<file path="config.mk">
export PLATFORM = sky130hd
export DESIGN_NAME = dram_row_seq
export DESIGN_NICKNAME = d
export VERILOG_FILES = /design/src/rtl/seq_pkg.sv /design/src/rtl/phase_timer.sv /design/src/rtl/restore_timer.sv /design/src/rtl/cell_array.sv /design/src/rtl/row_fsm.sv /design/src/rtl/dram_row_seq.sv
export SDC_FILE = /design/constraint.sdc
export NUM_CORES = 1
export LEC_CHECK = 0
export BUFFER_PORTS_ARGS = -buffer_cell sky130_fd_sc_hd__clkbuf_2
export CAP_MARGIN = 20
export CORE_MARGIN = 2
export CORE_UTILIZATION = 57
export DETAILED_ROUTE_END_ITERATION = 12
export GPL_TIMING_DRIVEN = 0
export HOLD_SLACK_MARGIN = 0.1
export PLACE_DENSITY = 0.76
export SYNTH_ARGS = -nofsm -noshare
export SYNTH_HDL_FRONTEND = slang
export SYNTH_SLANG_ARGS = --single-unit
export TNS_END_PERCENT = 50
</file>
<file path="constraint.sdc">
create_clock -name clk -period 7 [get_ports clk]
set_clock_uncertainty 0.15 [all_clocks]
set_input_delay 1.4 -clock clk [delete_from_list [all_inputs] [get_ports clk]]
set_output_delay 1.4 -clock clk [all_outputs]
set_load 0.03 [all_outputs]
</file>
<file path="src/rtl/seq_pkg.sv">
package seq_pkg;

  typedef enum logic [3:0] {
    ST_IDLE, ST_PRE, ST_ACT, ST_SENSE, ST_ACCESS,
    ST_OPEN, ST_DRAIN, ST_WLOFF, ST_SAOFF
  } seq_state_t;

  // Reset content of a cell: row and column concatenated, XOR 0xA5.
  function automatic logic [31:0] init_word(int r, int c, int col_w);
    return ((32'(r) << col_w) | 32'(c)) ^ 32'h0000_00A5;
  endfunction

  // Down-counter load value for a phase of len cycles.
  function automatic int unsigned phase_load(int unsigned len);
    return (len == 0) ? 0 : len - 1;
  endfunction

  // Restore window reached once the counter hits the limit.
  function automatic logic restore_met(int unsigned cnt, int unsigned lim);
    return cnt >= lim;
  endfunction

endpackage

</file>
<file path="src/rtl/phase_timer.sv">
module phase_timer #(
  parameter int CW = 2
) (
  input  logic          clk,
  input  logic          rst_n,
  input  logic          load,
  input  logic [CW-1:0] load_val,
  output logic          expired
);
  logic [CW-1:0] cnt;

  always_ff @(posedge clk) begin
    if (!rst_n)            cnt <= '0;
    else if (load)         cnt <= load_val;
    else if (cnt != '0)    cnt <= cnt - 1'b1;
  end

  assign expired = (cnt == '0);
endmodule

</file>
<file path="src/rtl/restore_timer.sv">
module restore_timer #(
  parameter int T_RESTORE = 4
) (
  input  logic clk,
  input  logic rst_n,
  input  logic clear,
  input  logic tick,
  output logic restore_ok
);
  import seq_pkg::*;
  localparam int RW = $clog2(T_RESTORE + 1);
  localparam logic [RW-1:0] LIM = RW'(T_RESTORE);

  logic [RW-1:0] cnt;

  always_ff @(posedge clk) begin
    if (!rst_n)                    cnt <= '0;
    else if (clear)                cnt <= '0;
    else if (tick && cnt != LIM)   cnt <= cnt + 1'b1;
  end

  assign restore_ok = restore_met(int'(cnt), T_RESTORE);
endmodule

</file>
<file path="src/rtl/cell_array.sv">
module cell_array #(
  parameter int ROW_W  = 3,
  parameter int COL_W  = 3,
  parameter int DATA_W = 8
) (
  input  logic              clk,
  input  logic              rst_n,
  input  logic              wl_en,
  input  logic              sa_en,
  input  logic              col_sel,
  input  logic              wr_force,
  input  logic [ROW_W-1:0]  row,
  input  logic [COL_W-1:0]  col,
  input  logic [DATA_W-1:0] wdata,
  output logic [DATA_W-1:0] rdata
);
  import seq_pkg::*;
  localparam int ROWS = 1 << ROW_W;
  localparam int COLS = 1 << COL_W;

  logic [DATA_W-1:0] mem   [ROWS][COLS];
  logic [DATA_W-1:0] latch [COLS];
  logic              sa_prev;
  logic              sense_edge;
  logic              holding;

  assign sense_edge = sa_en && !sa_prev && wl_en;
  assign holding    = sa_en && wl_en;

  always_ff @(posedge clk) begin
    if (!rst_n) begin
      sa_prev <= 1'b0;
      for (int r = 0; r < ROWS; r++)
        for (int c = 0; c < COLS; c++)
          mem[r][c] <= DATA_W'(init_word(r, c, COL_W));
      for (int c = 0; c < COLS; c++) latch[c] <= '0;
    end else begin
      sa_prev <= sa_en;
      if (sense_edge) begin
        latch <= mem[row];
      end else if (holding) begin
        mem[row] <= latch;
        if (col_sel && wr_force) latch[col] <= wdata;
      end
    end
  end

  assign rdata = latch[col];
endmodule

</file>
<file path="src/rtl/row_fsm.sv">
module row_fsm #(
  parameter int ROW_W   = 3,
  parameter int COL_W   = 3,
  parameter int DATA_W  = 8,
  parameter int T_PRE   = 2,
  parameter int T_ACT   = 3,
  parameter int T_SENSE = 2,
  parameter int CW      = 2
) (
  input  logic              clk,
  input  logic              rst_n,
  input  logic              req_valid,
  input  logic              req_write,
  input  logic [ROW_W-1:0]  req_row,
  input  logic [COL_W-1:0]  req_col,
  input  logic [DATA_W-1:0] req_wdata,
  output logic              req_ready,
  input  logic [DATA_W-1:0] arr_rdata,
  input  logic              restore_ok,
  input  logic              tmr_expired,
  output logic              tmr_load,
  output logic [CW-1:0]     tmr_val,
  output logic              rst_clear,
  output logic              rst_tick,
  output logic [ROW_W-1:0]  act_row,
  output logic [COL_W-1:0]  cur_col,
  output logic [DATA_W-1:0] cur_wdata,
  output logic              pre_en,
  output logic              wl_en,
  output logic              sa_en,
  output logic              col_sel,
  output logic              wr_force,
  output logic [DATA_W-1:0] rd_data,
  output logic              rd_valid,
  output logic              done
);
  import seq_pkg::*;

  seq_state_t state, nxt;
  logic [ROW_W-1:0] pend_row;
  logic             pend_wr;
  logic             fire;
  logic             row_hit;

  assign fire    = req_valid && req_ready;
  assign row_hit = (req_row == act_row);

  always_comb begin
    nxt      = state;
    tmr_load = 1'b0;
    tmr_val  = '0;
    unique case (state)
      ST_IDLE:   if (fire) begin
                   nxt = ST_PRE; tmr_load = 1'b1; tmr_val = CW'(phase_load(T_PRE));
                 end
      ST_PRE:    if (tmr_expired) begin
                   nxt = ST_ACT; tmr_load = 1'b1; tmr_val = CW'(phase_load(T_ACT));
                 end
      ST_ACT:    if (tmr_expired) begin
                   nxt = ST_SENSE; tmr_load = 1'b1; tmr_val = CW'(phase_load(T_SENSE));
                 end
      ST_SENSE:  if (tmr_expired) nxt = ST_ACCESS;
      ST_ACCESS: nxt = ST_OPEN;
      ST_OPEN:   if (fire) nxt = row_hit ? ST_ACCESS : ST_DRAIN;
      ST_DRAIN:  if (restore_ok) nxt = ST_WLOFF;
      ST_WLOFF:  nxt = ST_SAOFF;
      ST_SAOFF:  begin
                   nxt = ST_PRE; tmr_load = 1'b1; tmr_val = CW'(phase_load(T_PRE));
                 end
      default:   nxt = ST_IDLE;
    endcase
  end

  always_ff @(posedge clk) begin
    if (!rst_n) begin
      state     <= ST_IDLE;
      pend_row  <= '0;
      cur_col   <= '0;
      cur_wdata <= '0;
      pend_wr   <= 1'b0;
      act_row   <= '0;
      rd_data   <= '0;
      rd_valid  <= 1'b0;
      done      <= 1'b0;
    end else begin
      state <= nxt;
      if (fire) begin
        pend_row  <= req_row;
        cur_col   <= req_col;
        cur_wdata <= req_wdata;
        pend_wr   <= req_write;
      end
      if (state == ST_PRE) act_row <= pend_row;
      done     <= (state == ST_ACCESS);
      rd_valid <= (state == ST_ACCESS) && !pend_wr;
      if (state == ST_ACCESS && !pend_wr) rd_data <= arr_rdata;
    end
  end

  assign req_ready = (state == ST_IDLE) || (state == ST_OPEN);
  assign pre_en    = (state == ST_IDLE) || (state == ST_PRE);
  assign wl_en     = (state == ST_ACT) || (state == ST_SENSE) || (state == ST_ACCESS) ||
                     (state == ST_OPEN) || (state == ST_DRAIN);
  assign sa_en     = (state == ST_SENSE) || (state == ST_ACCESS) || (state == ST_OPEN) ||
                     (state == ST_DRAIN) || (state == ST_WLOFF);
  assign col_sel   = (state == ST_ACCESS);
  assign wr_force  = (state == ST_ACCESS) && pend_wr;
  assign rst_clear = (state == ST_SENSE);
  assign rst_tick  = (state == ST_ACCESS) || (state == ST_OPEN) || (state == ST_DRAIN);

  assert_pre_wl_excl_R2: assert property (@(posedge clk) disable iff (!rst_n)
    !(pre_en && wl_en));
  assert_sa_after_wl_R2: assert property (@(posedge clk) disable iff (!rst_n)
    $rose(sa_en) |-> $past(wl_en));
  assert_col_in_open_row_R3: assert property (@(posedge clk) disable iff (!rst_n)
    col_sel |-> (wl_en && sa_en));
  assert_wl_before_sa_R6: assert property (@(posedge clk) disable iff (!rst_n)
    $fell(wl_en) |-> sa_en);
  assert_sa_off_quiet_R6: assert property (@(posedge clk) disable iff (!rst_n)
    $fell(sa_en) |-> (!wl_en && !pre_en));
  assert_pre_after_sa_R6: assert property (@(posedge clk) disable iff (!rst_n)
    $rose(pre_en) |-> ($past(!sa_en) && !wl_en));
  assert_done_pulse_R8: assert property (@(posedge clk) disable iff (!rst_n)
    done |=> !done);
  assert_rdv_with_done_R8: assert property (@(posedge clk) disable iff (!rst_n)
    rd_valid |-> done);
endmodule

</file>
<file path="src/rtl/dram_row_seq.sv">
module dram_row_seq #(
  parameter int ROW_W     = 3,
  parameter int COL_W     = 3,
  parameter int DATA_W    = 8,
  parameter int T_PRE     = 2,
  parameter int T_ACT     = 3,
  parameter int T_SENSE   = 2,
  parameter int T_RESTORE = 4
) (
  input  logic              clk,
  input  logic              rst_n,
  input  logic              req_valid,
  output logic              req_ready,
  input  logic              req_write,
  input  logic [ROW_W-1:0]  req_row,
  input  logic [COL_W-1:0]  req_col,
  input  logic [DATA_W-1:0] req_wdata,
  output logic              rd_valid,
  output logic [DATA_W-1:0] rd_data,
  output logic              done,
  output logic              pre_en,
  output logic              wl_en,
  output logic              sa_en,
  output logic              col_sel,
  output logic              wr_force
);
  localparam int TMAX1 = (T_PRE > T_ACT) ? T_PRE : T_ACT;
  localparam int TMAX  = (TMAX1 > T_SENSE) ? TMAX1 : T_SENSE;
  localparam int CW    = $clog2(TMAX + 1);

  logic              tmr_load, tmr_expired;
  logic [CW-1:0]     tmr_val;
  logic              rst_clear, rst_tick, restore_ok;
  logic [ROW_W-1:0]  act_row;
  logic [COL_W-1:0]  cur_col;
  logic [DATA_W-1:0] cur_wdata, arr_rdata;

  row_fsm #(
    .ROW_W(ROW_W), .COL_W(COL_W), .DATA_W(DATA_W),
    .T_PRE(T_PRE), .T_ACT(T_ACT), .T_SENSE(T_SENSE), .CW(CW)
  ) u_fsm (
    .clk(clk), .rst_n(rst_n),
    .req_valid(req_valid), .req_write(req_write), .req_row(req_row),
    .req_col(req_col), .req_wdata(req_wdata), .req_ready(req_ready),
    .arr_rdata(arr_rdata), .restore_ok(restore_ok),
    .tmr_expired(tmr_expired), .tmr_load(tmr_load), .tmr_val(tmr_val),
    .rst_clear(rst_clear), .rst_tick(rst_tick),
    .act_row(act_row), .cur_col(cur_col), .cur_wdata(cur_wdata),
    .pre_en(pre_en), .wl_en(wl_en), .sa_en(sa_en),
    .col_sel(col_sel), .wr_force(wr_force),
    .rd_data(rd_data), .rd_valid(rd_valid), .done(done)
  );

  phase_timer #(.CW(CW)) u_phase (
    .clk(clk), .rst_n(rst_n), .load(tmr_load), .load_val(tmr_val),
    .expired(tmr_expired)
  );

  restore_timer #(.T_RESTORE(T_RESTORE)) u_restore (
    .clk(clk), .rst_n(rst_n), .clear(rst_clear), .tick(rst_tick),
    .restore_ok(restore_ok)
  );

  cell_array #(.ROW_W(ROW_W), .COL_W(COL_W), .DATA_W(DATA_W)) u_array (
    .clk(clk), .rst_n(rst_n), .wl_en(wl_en), .sa_en(sa_en),
    .col_sel(col_sel), .wr_force(wr_force), .row(act_row), .col(cur_col),
    .wdata(cur_wdata), .rdata(arr_rdata)
  );

  assert_restore_before_close_R7: assert property (@(posedge clk) disable iff (!rst_n)
    $fell(wl_en) |-> $past(restore_ok));
endmodule

</file>
==> results.tsv <==
metric	value	unit
clkTransAtPathRegs	0.06	ns
antenna_found_initial	4	
ant_nets	0	
area_growth	11.7	%
synth_top_cell_by_area	edfxtp_1	
yosysSeqAreaShare	63.3	%
cts-root-buf	clkbuf_16	
hold_class	register to register	
nNetsFinal	1992	
cp_max_fo	36	
async_flop_share	0	%
ys_warn_count	0	
min_period_over_period	57.3	%
dpl-instance-area	0.0289	mm2
viasPerCell	6.65	
drc	0	
placementRows	80	
startpoint_type	primary input	
hold_buffers	0	
tightest_slew	1.23	ns
fin_area	0.0308	mm2
finalHoldViolCount	0	
endpoint_kind	register	
setup_viol	0	
cts_tree	built	
outcome	completed	
crit_required	7.16	ns
final_cell_mix	edfxtp_1, and2_1, nand2b_1	
place_congestion	0.967	
final_common_cell	edfxtp_1	
synth_area	0.0276	mm2
slew_headroom	18.0	%
grt_pass1_vias	17396	
rsz0062_at_grt	false	
die_w	224	um
drt_iter0_markers	2447	
grt_start_max_net_pins	43	
h-tree-depth	2	
fin_cells	2638	
dp.cells	2522	
synth_edf_count	512	
clock_latency	0.65	ns
synth_area_per_cell	14.8	um2
worstPathArrival	4.17	ns
syn_nets	1884	
vias	17541	
fin_crit	4.01	ns
grt_usage	32.6	%
routed_wl	80.5	mm
grt-ovfl-total	0	
design.core.area	0.0477	mm2
worstSetupPathType	primary input to register	
ys_top_cells_by_area	edfxtp_1, mux4_2, dfxtp_1	
clockBufferDepth	3	
fin_util	64.6	%
ctsResizeCount	0	
synth_top_cell_area_share	55.7	%
finalMaxSlewViolations	0	
maxCapViolCount	0	
dr.pass1.iters	6	
cts_buffers	60	
ys_types	58	
grt_pass1_wl	116	mm
dp_hpwl	50.9	mm
boundaryPins	34	
leakagePower	9.45	nW
dieHeight	224	um
drive_above_1_share	17.9	%
power_density	275	mW/mm2
initial_core_util	57.9	%
ys_seq_elements	617	
numPortBuffers	33	
cts_sinks	617	
synthCells	1863	
ir_drop	0.000232	V
ys.flop_type	edfxtp_1	
fp.dieArea	0.0502	mm2
fmax	249	MHz
post_drt_wl_per_cell	30.5	um
postCtsSetupBuffers	0	
-- flip-flops by register name (all words and copies together), names as in the netlist, named ones only --
name,cells
u_array.mem,512
u_fsm.cur_wdata,8
u_fsm.pend_row,3
u_fsm.rd_valid,1
u_fsm.state,4
u_restore.cnt,3
u_fsm.act_row,3
u_fsm.done,1
u_phase.cnt,2
u_fsm.cur_col,3
u_array.latch,64
u_fsm.rd_data,8
u_fsm.pend_wr,1
u_array.sa_prev,1
-- metrics by stage --
stage	setup TNS, ns	total power [mW]	hold slack (ns)	setup slack, ns
after floorplan	0	4.95	0.298	1.29
after global placement	-144.76	5.30	0.320	-2.27
after detailed placement	0	5.32	0.329	2.40
after CTS	0	8.45	0.337	3.05
after global routing	0	8.67	0.367	2.92
final	0	8.49	0.328	2.99
-- power by group --
part / total [mW] / internal (mW) / switching, mW
logic: 1.06 / 0.409 / 0.650
registers: 4.22 / 4.10 / 0.120
clock network: 3.21 / 1.80 / 1.41
total: 8.49 / 6.30 / 2.18
-- logic make-up after synthesis --
logic type      Yosys count  share of synthesized area [%]
simple gates            700                           15.2
flops                   617                           63.3
mux                     224                           14.2
buf+inv                 176                           2.74
compound gates          136                           4.30
xor+xnor                  7                          0.222
fa+ha+maj                 3                          0.136
-- final timing paths --
| kind | start | endpoint | slack, ns | cells after the start |
|---|---|---|---|---|
| setup / recovery | rst_n | u_array.mem[0][41]$_SDFFCE_PN1P_ | 2.99 | 7 |
| hold / removal | u_phase.cnt[1]$_SDFFE_PN0P_ | u_phase.cnt[1]$_SDFFE_PN0P_ | 0.33 | 2 |
| setup reg to reg | u_fsm.state[2]$_SDFFE_PN0P_ | u_array.mem[0][41]$_SDFFCE_PN1P_ | 3.32 | 7 |
| hold reg to reg | u_phase.cnt[1]$_SDFFE_PN0P_ | u_phase.cnt[1]$_SDFFE_PN0P_ | 0.33 | 2 |
-- layer usage --
layer | GRT usage, % | up-vias | share of wire, %
met5 | 0 | - | 0.10
met3 | 7.20 | 225 | 12
met2 | 51.4 | 1291 | 47
li1 | - | 7162 | -
met1 | 44.1 | 8857 | 37
met4 | 13.9 | 6 | 4.3
-- worst max-delay path: stages --
cell and delay [ns]:
clkbuf_2 0.15, nand3b_1 0.12, a211oi_1 0.43, nor3b_2 0.30, clkbuf_1 0.69, nand2b_4 0.70
buf_16 0.34
-- layout make-up --
class | instances | area, um2
diodes | 1 | 2.50
repair buffers | 46 | 444
inverters | 8 | 30.0
flip-flops and latches | 617 | 17500
multi-input cells | 1070 | 9450
clock buffers | 91 | 1790
clock inverters | 22 | 154
well taps | 615 | 769
fillers | 3387 | 16900
plain buffers | 168 | 726
-- cells in the mapped netlist (4+ instances only) --
master	count
nor2b_1	22
buf_2	43
clkbuf_1	60
and2_1	267
o211ai_1	4
o311a_4	4
nor3_1	6
nand2b_1	231
nand3b_1	5
nor2_1	82
o21ai_0	14
xor2_1	6
buf_1	43
nand4_1	6
nand3_1	7
a21oi_1	15
a21boi_0	4
nand2_1	14
dfxtp_1	105
and3_1	6
nor3b_1	4
edfxtp_1	512
mux4_2	133
or3_1	36
a211o_1	6
a221o_1	65
inv_1	8
a22oi_1	5
mux2i_1	89
clkbuf_2	18
Note: power is estimated with default switching activity, not from simulation.
